[config.mk]
export PLATFORM = sky130hd
export DESIGN_NAME = pipe_hazard_ctrl
export DESIGN_NICKNAME = d
export VERILOG_FILES = /design/src/rtl/hz_pkg.sv /design/src/rtl/hz_track.sv /design/src/rtl/hz_detect.sv /design/src/rtl/hz_fwd.sv /design/src/rtl/pipe_hazard_ctrl.sv
export SDC_FILE = /design/constraint.sdc
export NUM_CORES = 1
export LEC_CHECK = 0
export BUFFER_PORTS_ARGS = -buffer_cell sky130_fd_sc_hd__buf_2
export CELL_PAD_IN_SITES_DETAIL_PLACEMENT = 1
export CELL_PAD_IN_SITES_GLOBAL_PLACEMENT = 1
export CORE_MARGIN = 1.5
export CORE_UTILIZATION = 42
export DETAILED_ROUTE_END_ITERATION = 8
export GPL_TIMING_DRIVEN = 0
export PLACE_DENSITY = 0.77
export SLEW_MARGIN = 20
export SYNTH_ARGS = -nofsm -noshare
export SYNTH_HDL_FRONTEND = slang
export SYNTH_SLANG_ARGS = --single-unit
[constraint.sdc]
create_clock -name clk -period 2.7 [get_ports clk]
set_input_delay 0.27 -clock clk [delete_from_list [all_inputs] [get_ports clk]]
set_output_delay 0.27 -clock clk [all_outputs]
set_load 0.05 [all_outputs]
[src/rtl/hz_pkg.sv]
package hz_pkg;

    localparam int REG_W = 5;
    localparam int CLS_W = 3;
    localparam int SEL_W = 2;
    localparam int NUM_SRC = 2;

    typedef logic [REG_W-1:0] ridx_t;

    typedef enum logic [CLS_W-1:0] {
        CLS_NOP    = 3'd0,
        CLS_ALU_R  = 3'd1,
        CLS_ALU_I  = 3'd2,
        CLS_LOAD   = 3'd3,
        CLS_STORE  = 3'd4,
        CLS_BRANCH = 3'd5
    } icls_e;

    typedef enum logic [SEL_W-1:0] {
        FSEL_RF  = 2'b00,
        FSEL_WB  = 2'b01,
        FSEL_MEM = 2'b10
    } fsel_e;

    // One in-flight instruction, already reduced to the registers it really uses.
    typedef struct packed {
        icls_e cls;
        ridx_t src_a;
        ridx_t src_b;
        ridx_t dst;
    } slot_t;

    localparam slot_t SLOT_EMPTY = '{cls: CLS_NOP, src_a: '0, src_b: '0, dst: '0};

    function automatic slot_t decode_slot(logic [CLS_W-1:0] cls, ridx_t rs, ridx_t rt, ridx_t rd);
        slot_t s;
        s = SLOT_EMPTY;
        case (icls_e'(cls))
            CLS_ALU_R:  begin s.cls = CLS_ALU_R;  s.src_a = rs; s.src_b = rt; s.dst = rd; end
            CLS_ALU_I:  begin s.cls = CLS_ALU_I;  s.src_a = rs; s.dst = rt; end
            CLS_LOAD:   begin s.cls = CLS_LOAD;   s.src_a = rs; s.dst = rt; end
            CLS_STORE:  begin s.cls = CLS_STORE;  s.src_a = rs; s.src_b = rt; end
            CLS_BRANCH: begin s.cls = CLS_BRANCH; s.src_a = rs; s.src_b = rt; end
            default:    s = SLOT_EMPTY;
        endcase
        return s;
    endfunction

    function automatic logic reg_hit(ridx_t src, ridx_t dst);
        return (src != '0) && (src == dst);
    endfunction

    function automatic logic depends_on(slot_t consumer, slot_t producer);
        return reg_hit(consumer.src_a, producer.dst) || reg_hit(consumer.src_b, producer.dst);
    endfunction

endpackage

[src/rtl/hz_track.sv]
module hz_track
    import hz_pkg::*;
(
    input  logic  clk,
    input  logic  rst,
    input  slot_t id_slot,
    input  logic  stall,
    input  logic  flush,
    output slot_t ex_slot,
    output slot_t mem_slot,
    output slot_t wb_slot
);

    always_ff @(posedge clk) begin
        if (rst) begin
            ex_slot  <= SLOT_EMPTY;
            mem_slot <= SLOT_EMPTY;
            wb_slot  <= SLOT_EMPTY;
        end else begin
            wb_slot <= mem_slot;
            if (flush) begin
                mem_slot <= SLOT_EMPTY;
                ex_slot  <= SLOT_EMPTY;
            end else begin
                mem_slot <= ex_slot;
                ex_slot  <= stall ? SLOT_EMPTY : id_slot;
            end
        end
    end

    AST_STALL_BUBBLE: assert property (@(posedge clk) disable iff (rst)
        (stall && !flush) |=> (ex_slot.cls == CLS_NOP));

    AST_FLUSH_KILLS: assert property (@(posedge clk) disable iff (rst)
        flush |=> (ex_slot.cls == CLS_NOP && mem_slot.cls == CLS_NOP));

endmodule

[src/rtl/hz_detect.sv]
module hz_detect
    import hz_pkg::*;
(
    input  logic  clk,
    input  logic  rst,
    input  logic  fwd_en,
    input  slot_t id_slot,
    input  slot_t ex_slot,
    input  slot_t mem_slot,
    input  logic  mem_br_cond,
    output logic  stall,
    output logic  flush
);

    logic hazard;

    always_comb begin
        flush = (mem_slot.cls == CLS_BRANCH) && mem_br_cond;
        if (fwd_en)
            hazard = (ex_slot.cls == CLS_LOAD) && depends_on(id_slot, ex_slot);
        else
            hazard = depends_on(id_slot, ex_slot) || depends_on(id_slot, mem_slot);
        stall = hazard && !flush;
    end

    AST_LOADUSE_ONE_CYCLE: assert property (@(posedge clk) disable iff (rst)
        (fwd_en && stall) |=> !stall);

    AST_ALU_NO_STALL: assert property (@(posedge clk) disable iff (rst)
        (fwd_en && ex_slot.cls != CLS_LOAD) |-> !stall);

endmodule

[src/rtl/hz_fwd.sv]
module hz_fwd
    import hz_pkg::*;
#(
    parameter int N_SRC = NUM_SRC
) (
    input  logic                        clk,
    input  logic                        rst,
    input  logic                        fwd_en,
    input  slot_t                       ex_slot,
    input  slot_t                       mem_slot,
    input  slot_t                       wb_slot,
    output logic [N_SRC-1:0][SEL_W-1:0] sel
);

    for (genvar g = 0; g < N_SRC; g++) begin : g_src
        ridx_t src;
        assign src = (g == 0) ? ex_slot.src_a : ex_slot.src_b;

        always_comb begin
            if (!fwd_en)
                sel[g] = FSEL_RF;
            else if (reg_hit(src, mem_slot.dst))
                sel[g] = FSEL_MEM;
            else if (reg_hit(src, wb_slot.dst))
                sel[g] = FSEL_WB;
            else
                sel[g] = FSEL_RF;
        end

        AST_NO_MEM_FWD_OF_LOAD: assert property (@(posedge clk) disable iff (rst)
            (sel[g] == FSEL_MEM) |-> (mem_slot.cls != CLS_LOAD));
    end

endmodule

[src/rtl/pipe_hazard_ctrl.sv]
module pipe_hazard_ctrl
    import hz_pkg::*;
(
    input  logic             clk,
    input  logic             rst,
    input  logic             fwd_en,
    input  logic [CLS_W-1:0] id_cls,
    input  logic [REG_W-1:0] id_rs,
    input  logic [REG_W-1:0] id_rt,
    input  logic [REG_W-1:0] id_rd,
    input  logic             mem_br_cond,
    output logic             stall,
    output logic             flush,
    output logic [SEL_W-1:0] fwd_a,
    output logic [SEL_W-1:0] fwd_b
);

    slot_t id_slot, ex_slot, mem_slot, wb_slot;
    logic [NUM_SRC-1:0][SEL_W-1:0] sel;

    assign id_slot = decode_slot(id_cls, id_rs, id_rt, id_rd);

    hz_track u_track (
        .clk      (clk),
        .rst      (rst),
        .id_slot  (id_slot),
        .stall    (stall),
        .flush    (flush),
        .ex_slot  (ex_slot),
        .mem_slot (mem_slot),
        .wb_slot  (wb_slot)
    );

    hz_detect u_detect (
        .clk         (clk),
        .rst         (rst),
        .fwd_en      (fwd_en),
        .id_slot     (id_slot),
        .ex_slot     (ex_slot),
        .mem_slot    (mem_slot),
        .mem_br_cond (mem_br_cond),
        .stall       (stall),
        .flush       (flush)
    );

    hz_fwd #(.N_SRC(NUM_SRC)) u_fwd (
        .clk      (clk),
        .rst      (rst),
        .fwd_en   (fwd_en),
        .ex_slot  (ex_slot),
        .mem_slot (mem_slot),
        .wb_slot  (wb_slot),
        .sel      (sel)
    );

    assign fwd_a = sel[0];
    assign fwd_b = sel[1];

endmodule

==> impl_metrics.csv, run 1 <==
group,metric,value,unit
place,post-place-ws,-371,ps
synthesis,ys_ff_latch,31,
timing,fin_ws,106,ps
synthesis,ys.flop_type,"dfxtp_1",
place,numPortBuffers,26,
synthesis,ys_seq_area_frac,0.360,
critical_path,r2r_end,"u_track.ex_slot[15]",
finish,syn2layout_area_growth,18.7,%
power,power,1.08,mW
timing,post-route-period-util,0.961,
timing,fin_skew,6.14,ps
detailed_routing,drtIter0Drc,44,
timing,worst_slew_pin_slew,478,ps
floorplan,fp.dieH,67.1,um
critical_path,crit_fanout,8,
timing,drv_slew,0,
detailed_routing,drc,0,
timing,rsz0062_at_grt,"no",
synthesis,synth_nets,217,
place,dp_hpwl,3600,um
cts,cts.sinks,31,
critical_path,r2r_cells,6,
critical_path,critical_path.max_stage_delay,550,ps
critical_path,crit_chain,"clkbuf_1, xor2_1, or4_1, o31a_2, a21oi_2, clkbuf_4",
critical_path,path_class,"flop to output pin",
outcome,outcome,"completed",
cts,ctsHoldBuffers,0,
synthesis,avgSynthCellArea,8.97,um^2
detailed_routing,vias,1517,
grt,grt_use_met3,0.0287,
synthesis,netlist_instances,192,
floorplan,io_pins,28,
grt,grt_util_all_layers,0.213,
finish,n_antenna_cell,0,
hold_path,min_path_type,"input pin to flop",
grt,overflow,0,
timing,holdWs,261,ps
place,gp_congestion,0.838,
finish,drive_gt1_frac,0.212,
detailed_routing,ant_nets,0,
grt,grt_pass1_wl,7020,um
cts,cts_made_buffers,5,
detailed_routing,wl_per_cell,16.3,um
grt,grt_pass1_vias,1531,
finish,layout_commonest_cell,"dfxtp_1",
hold_path,hp-start,"rst",
cts,tritoncts,"yes",
floorplan,core-area,3970,um^2
critical_path,cp_slowest_cell,"or4_1",
power,leakagePower,0.823,nW
synthesis,netlist_area,1720,um^2
detailed_routing,wl,4510,um
synthesis,synth.yosys.warnings,0,
critical_path,regToRegStartpoint,"u_track.mem_slot[4]",
cts,clockBufferDepth,2,
critical_path,cp.arrival,2320,ps
cts,cts.clk_slew.worst_paths,60,ps
critical_path,required,2430,ps
power,pwr_density_cell,527,nW/um^2
job,cap_violations,0,
floorplan,rows,23,
finish,fin_area,2040,um^2
cts,htree_levels,2,
finish,layout_common_cells,"30 x dfxtp_1, 25 x buf_2, 24 x xnor2_1",
critical_path,r2r_slack,650,ps
grt,met1_usage,0.238,
synthesis,synthArstFlopShare,0,
grt,grt_use_met2,0.400,
timing,setup_viol,0,
synthesis,ys_types,38,
grt,grt.busiest_layer,"met2",
cts,clock_latency,270,ps
floorplan,start_util,0.434,
critical_path,startpoint_type,"flop",
finish,utilization,0.515,
detailed_routing,drt_pass1_iterations,4,
hold_path,holdPathStages,2,
timing,fmax,386,MHz
cts,cts_root_buffer,"clkbuf_8",
power,max-vdd-ir-drop,0.204,mV
grt,grt_max_degree,11,
synthesis,synth-edff-count,0,
floorplan,die_area,4500,um^2
timing,period_minus_slack,2590,ps
floorplan,die_x,67.1,um
grt,antenna_found_initial,0,
timing,hold_viol,0,
detailed_routing,viasPerCell,5.50,
hold_path,holdPathEnd,"u_track.wb_slot[0]",
place,placed_cell_area,1930,um^2
finish,fill_cells,495,
critical_path,end_kind,"output pin",
timing,relSlewSlack,0.680,
finish,nets,250,
==> per-stage QoR <==
step	setup TNS, ps	cells
3_3_place_gp	-171	268
3_5_place_dp	-484	268
6_report	0	276
2_1_floorplan	0	192
5_1_grt	0	276
4_1_cts	0	276
==> area by class of cell <==
cell class,count,area (um^2),area share
plain buffers,10,52.6,0.0257
clock buffers,8,100,0.0490
inverters,4,15.0,0.00734
multi-input cells,146,1050,0.515
flip-flops and latches,31,622,0.304
well taps,50,62.6,0.0306
repair buffers,27,140,0.0685
==> cells in the mapped netlist, types with 2 or more instances <==
cell type	count	share of area
dfxtp_1	31	0.36
xnor2_1	24	0.12
nor4_1	17	0.062
nor2_1	12	0.026
xor2_1	12	0.061
nand2_1	11	0.024
clkbuf_1	9	0.020
and2_1	8	0.029
nor2b_1	8	0.029
and4_1	7	0.036
a22oi_1	5	0.022
inv_1	4	0.0087
nand3_1	4	0.012
or4_1	4	0.017
ha_1	3	0.022
nor3_1	3	0.0087
o21ai_0	3	0.0087
a21oi_1	2	0.0058
a31oi_1	2	0.0073
buf_6	2	0.013
nand4_1	2	0.0073
nor4bb_1	2	0.012
o22ai_1	2	0.0073
==> report_power, final <==
part	leakage [nW]	switching (mW)	total, mW	internal (mW)
clock	0.0515	0.159	0.391	0.232
sequential	0.253	0.0150	0.489	0.474
combinational	0.519	0.116	0.198	0.0822
total	0.823	0.289	1.08	0.788
==> registers in the layout (all words and copies together) (netlist names) <==
signal	flops
u_track.mem_slot	8
u_track.wb_slot	5
u_track.ex_slot	18
==> logic make-up after synthesis <==
family | Yosys count | share of synthesized area
and+or+nand+nor | 84 | 0.296
xor gates and xnor gates | 36 | 0.183
DFF | 31 | 0.360
AOI/OAI and AO/OA | 22 | 0.0915
buffers and inverters | 15 | 0.0414
adders and majority gates | 3 | 0.0218
muxes | 1 | 0.00581
==> worst max-delay path by stage <==
stage	start	to	slack, ps	cells after the start
floorplan	id_cls[1]	stall	200	9
global placement	id_cls[1]	stall	-170	11
detailed placement	id_cls[1]	stall	-370	11
CTS	id_cls[1]	stall	4	11
global route	id_cls[1]	stall	8	11
finish	u_track.mem_slot[4]	stall	110	6
==> worst max-delay path, delay by kind of cell (launching register included) <==
| kind | cells | cell delay [ps] |
|---|---|---|
| buffers and inverters | 2 | 540 |
| flip-flops | 1 | 310 |
| AO/OA/AOI/OAI | 2 | 530 |
| AND/OR/NAND/NOR | 1 | 550 |
| XOR/XNOR | 1 | 120 |
==> layer usage <==
layer | share of wire | vias up
li1 | - | 750
met1 | 0.44 | 737
met2 | 0.53 | 26
met3 | 0.022 | 4
met4 | 0.011 | 0
met5 | 0 | -
==> repair_timing <==
action / CTS / global route
buffers inserted: 0 / 1
setup endpoints to repair: 1 / 1
pin swaps: 0 / 1
resized for setup: 2 / 4
No activity file was read; power rests on OpenSTA's default activity.
==> run 2, diff against run 1 <==
Clock period 2.7 ns to 2.6 ns, I/O delays scaled along.
==> run 2 against run 1 <==
Compared with the run above:
- non-clock buffer count shrank 2
- largest power group unchanged
- wire length grew 0.13%
- count of clock-buffer cells in the layout is the same
- register-to-register slack lost 60 ps
- final area grew 0.18%
- total power grew 4.1%
- sequential cell count is the same
- critical endpoint unchanged
- critical path depth is the same
- setup slack lost 16 ps
- core utilization grew 0.094 points
- die area is the same
==> impl_metrics.csv, run 2 (synthesis gave the netlist of run 1 again) <==
group,metric,value,unit
outcome,outcome,"completed",
grt,grt_max_degree,11,
cts,cts_root_buffer,"clkbuf_8",
detailed_routing,drtIter0Drc,39,
power,max-vdd-ir-drop,0.213,mV
power,p_seq_frac,0.454,
grt,overflow,0,
critical_path,cp_top_family,"compound AO/OA/AOI/OAI gates",
timing,drv_slew,0,
critical_path,path_class,"flop to output pin",
finish,nets,248,
cts,htree_levels,2,
detailed_routing,drc,0,
grt,grt_util_all_layers,0.213,
cts,cts.clk_slew.worst_paths,60,ps
detailed_routing,vias,1509,
detailed_routing,drt_pass1_iterations,4,
timing,hold_viol,0,
power,p_clk_frac,0.363,
place,post-place-ws,-451,ps
critical_path,cp_slowest_cell,"or4_1",
floorplan,core-area,3970,um^2
timing,relSlewSlack,0.682,
timing,setup_viol,0,
power,pwr_density_cell,548,nW/um^2
critical_path,crit_fanout,8,
finish,syn2layout_area_growth,18.9,%
detailed_routing,ant_nets,0,
timing,post-route-period-util,0.965,
power,p_sw,302,uW
finish,largest_reg_flops,18,
finish,layout_common_cells,"30 x dfxtp_1, 25 x buf_2, 24 x xnor2_1",
detailed_routing,wl,4510,um
critical_path,end_kind,"output pin",
hold_path,min_path_type,"input pin to flop",
critical_path,critical_path.max_stage_delay,510,ps
place,placed_cells,268,
floorplan,die_area,4500,um^2
finish,fin_cells,274,
cts,clockBufferDepth,2,
floorplan,fp.dieH,67.1,um
power,leakagePower,0.826,nW
power,power,1.12,mW
power,p_comb_frac,0.183,
timing,fin_skew,7.20,ps
finish,regMostFlops,"u_track.ex_slot",
floorplan,io_pins,28,
detailed_routing,wl_per_cell,16.5,um
timing,fin_ws,90.4,ps
grt,grt_pass1_vias,1525,
finish,n_antenna_cell,0,
place,gp_congestion,0.838,
grt,grt_pass1_wl,7030,um
cts,cts.sinks,31,
floorplan,start_util,0.434,
finish,fill_cells,494,
place,numPortBuffers,26,
floorplan,rows,23,
cts,tritoncts,"yes",
finish,layout_commonest_cell,"dfxtp_1",
cts,ctsHoldBuffers,0,
job,cap_violations,0,
place,dp_hpwl,3600,um
detailed_routing,viasPerCell,5.51,
critical_path,path_buf_inv,2,
power,p_int,819,uW
grt,antenna_found_initial,0,
critical_path,required,2340,ps
finish,utilization,0.516,
critical_path,crit_chain,"clkbuf_1, xor2_1, or4_1, o31a_2, a21oi_2, buf_6",
timing,worst_slew_pin_slew,475,ps
critical_path,startpoint_type,"flop",
floorplan,die_x,67.1,um
timing,holdWs,249,ps
timing,fmax,398,MHz
cts,clock_latency,280,ps
power,p_sw_frac,0.269,
critical_path,cp.arrival,2250,ps
cts,cts_made_buffers,5,
finish,top_regs,"u_track.ex_slot: 18 flops, u_track.mem_slot: 8 flops, u_track.wb_slot: 5 flops",
timing,period_minus_slack,2510,ps
finish,drive_gt1_frac,0.219,
==> run 2: power by group through the flow <==
stage / clock, mW / sequential, mW / combinational, mW
after global placement: 0 / 0.516 / 0.193
final: 0.407 / 0.510 / 0.205
after floorplan: 0 / 0.513 / 0.140
after CTS: 0.415 / 0.507 / 0.206
after global routing: 0.437 / 0.512 / 0.224
after detailed placement: 0 / 0.518 / 0.203
==> run 2: cell type report <==
class,count,area (um^2),area share
Sequential cell,31,622,0.304
Multi-Input combinational cell,146,1060,0.517
Timing Repair Buffer,27,144,0.0703
Tap cell,50,62.6,0.0305
Inverter,4,15.0,0.00733
Clock buffer,8,100,0.0489
Buffer,8,45.0,0.0220
==> run 2: path summary, 6_finish.rpt <==
path / slack (ps) / to / cells past startpoint / startpoint
worst max-delay path: 90 / stall / 6 / u_track.mem_slot[1]
worst min-delay path: 250 / u_track.wb_slot[2] / 2 / rst
worst max register to register: 590 / u_track.ex_slot[15] / 6 / u_track.mem_slot[1]
worst min register to register: 460 / u_track.mem_slot[17] / 1 / u_track.ex_slot[17]
==> run 2: repair_timing <==
action,CTS,global route
setup buffers,0,1
pin swaps,0,2
resized for setup,4,5
endpoints found under the setup margin,1,1
==> run 2: per-stage QoR <==
step,cell area [um^2],setup TNS [ps]
6_report,2050,0
5_1_grt,2050,-9.70
4_1_cts,2040,0
3_5_place_dp,1930,-2080
3_3_place_gp,1930,-251
2_1_floorplan,1740,0
==> run 2: per-layer routing <==
layer  part of all wire  GRT usage  vias up
li1                   -          -      746
met1               0.44      0.240      731
met2               0.52      0.402       28
met3              0.023     0.0270        4
met4              0.011     0.0791        0
met5                  0          0        -
==> run 3, diff against run 2 <==
Settings changed: CELL_PAD_IN_SITES_DETAIL_PLACEMENT 1 to not set, CELL_PAD_IN_SITES_GLOBAL_PLACEMENT 1 to not set, CORE_UTILIZATION 42 to 55, CTS_CLUSTER_SIZE set to 25.
==> run 3 against run 2 <==
Compared with the run above:
- sequential power barely moved
- die area fell by 23%
- count of clock-buffer cells in the layout fell by 2
- setup slack improved by 20 ps
- fmax rose by 0.80%
- core utilization rose by 16 points
- hold slack got worse by 60 ps
- wire length fell by 16%
- total power fell by 2.4%
- via count fell by 1.9%
- final area fell by 1.6%
- critical path type unchanged
==> impl_metrics.csv, run 3 (synthesis gave the netlist of run 1 again) <==
group,metric,value,unit
finish,fin_cells,256,
cts,clockBufferDepth,2,
floorplan,start_util,0.574,
cts,post_cts_buffers,0,
power,p_sw,292,uW
power,p_sw_frac,0.267,
place,placed_cells,251,
cts,clock_latency,340,ps
place,post-place-ws,-273,ps
timing,fin_skew,18.0,ps
floorplan,core-area,3000,um^2
cts,tritoncts,"yes",
critical_path,required,2340,ps
detailed_routing,vias,1481,
place,gp_congestion,0.883,
cts,cts.clk_slew.worst_paths,110,ps
timing,period_minus_slack,2490,ps
critical_path,path_class,"flop to output pin",
grt,grt_util_all_layers,0.250,
cts,cts_made_buffers,5,
timing,drv_slew,0,
timing,rsz0062_at_grt,"no",
hold_path,min_path_type,"input pin to flop",
detailed_routing,viasPerCell,5.79,
critical_path,crit_fanout,8,
floorplan,die_area,3480,um^2
finish,largest_reg_flops,18,
timing,setup_viol,0,
outcome,outcome,"completed",
floorplan,fp.dieH,59.0,um
finish,regMostFlops,"u_track.ex_slot",
floorplan,io_pins,28,
finish,top_regs,"u_track.ex_slot: 18 flops, u_track.mem_slot: 8 flops, u_track.wb_slot: 5 flops",
cts,htree_levels,2,
finish,layout_commonest_cell,"dfxtp_1",
finish,syn2layout_area_growth,16.9,%
timing,fmax,402,MHz
timing,post-route-period-util,0.958,
detailed_routing,drtIter0Drc,44,
critical_path,startpoint_type,"flop",
cts,cts_root_buffer,"clkbuf_4",
grt,overflow,0,
power,p_int,803,uW
place,dp_hpwl,2970,um
grt,grt_max_degree,11,
grt,antenna_found_initial,0,
power,p_seq_frac,0.464,
power,p_comb_frac,0.180,
power,leakagePower,0.816,nW
detailed_routing,wl_per_cell,14.8,um
finish,nets,247,
detailed_routing,drc,0,
finish,layout_common_cells,"30 x dfxtp_1, 25 x buf_2, 24 x xnor2_1",
floorplan,die_x,59.0,um
finish,drive_gt1_frac,0.215,
floorplan,rows,20,
detailed_routing,drt_pass1_iterations,4,
critical_path,cp.arrival,2230,ps
finish,fin_area,2010,um^2
power,max-vdd-ir-drop,0.277,mV
cts,cts.sinks,31,
power,pwr_density_cell,544,nW/um^2
critical_path,end_kind,"output pin",
finish,n_antenna_cell,0,
grt,grt_pass1_vias,1404,
place,numPortBuffers,26,
timing,hold_viol,0,
power,p_clk_frac,0.356,
timing,fin_ws,110,ps
detailed_routing,ant_nets,0,
job,cap_violations,0,
timing,relSlewSlack,0.689,
grt,grt_pass1_wl,6380,um
place,placed_cell_area,1910,um^2
timing,worst_slew_pin_slew,467,ps
detailed_routing,wl,3800,um
[run 3: cell types whose count changed in the layout (fill, tap and decap cells not counted), sizes merged]
cell / previous run / this run
clkbuf: 14 / 12
clkinv: 0 / 1
bufinv: 0 / 1
buf: 29 / 28
[run 3: power by group through the flow]
stage / registers, mW / clock network [mW] / logic [mW]
finish: 0.508 / 0.389 / 0.198
global route: 0.511 / 0.417 / 0.219
CTS: 0.506 / 0.397 / 0.199
detailed placement: 0.517 / 0 / 0.196
global placement: 0.516 / 0 / 0.189
floorplan: 0.513 / 0 / 0.140
[run 3: path summary, 6_finish.rpt]
kind,start,endpoint,slack [ps],depth (start not counted)
min,rst,u_track.wb_slot[0],190,2
max reg2reg,u_track.ex_slot[1],u_track.ex_slot[15],670,7
min reg2reg,u_track.ex_slot[17],u_track.mem_slot[17],460,1
max,u_track.ex_slot[1],stall,110,7
[run 3: critical path, cell delays in order, from the launching register on]
cell       delay (ps)
dfxtp_4           400
nor4bb_4          270
a31oi_1            70
a2bb2oi_1         140
or4_4             510
o31a_2            180
a21oi_2           150
buf_6             170
[run 3: repair_timing]
action / in CTS / in global routing
resized for setup: 4 / 5
endpoints found under the hold margin: 0 / 0
hold buffers: 0 / 0
setup endpoints to repair: 1 / 1
[run 3: layout make-up]
cell class	instances	area, um^2
timing repair buffer	26	136
sequential	31	624
multi-input combinational	146	1070
inverter	4	15.0
clock buffer	6	51.3
clock inverter	2	35.0
tap	33	41.3
fill	252	988
buffer	8	45.0
[run 3: layer usage]
layer | vias to the layer above | GRT usage | wire (um)
li1 | 745 | - | -
met1 | 688 | 0.302 | 1580
met2 | 41 | 0.430 | 1940
met3 | 7 | 0.0590 | 200
met4 | 0 | 0.0942 | 77
met5 | - | 0 | 0
[run 3: through the flow]
stage          setup TNS, ps  hold WS, ps  utilization  total power, mW
2_1_floorplan              0          332            -            0.653
3_3_place_gp            -187          434        0.636            0.705
3_5_place_dp            -290          442        0.636            0.713
4_1_cts                    0          180        0.668             1.10
5_1_grt                    0          174        0.671             1.15
6_report                   0          188        0.671             1.10
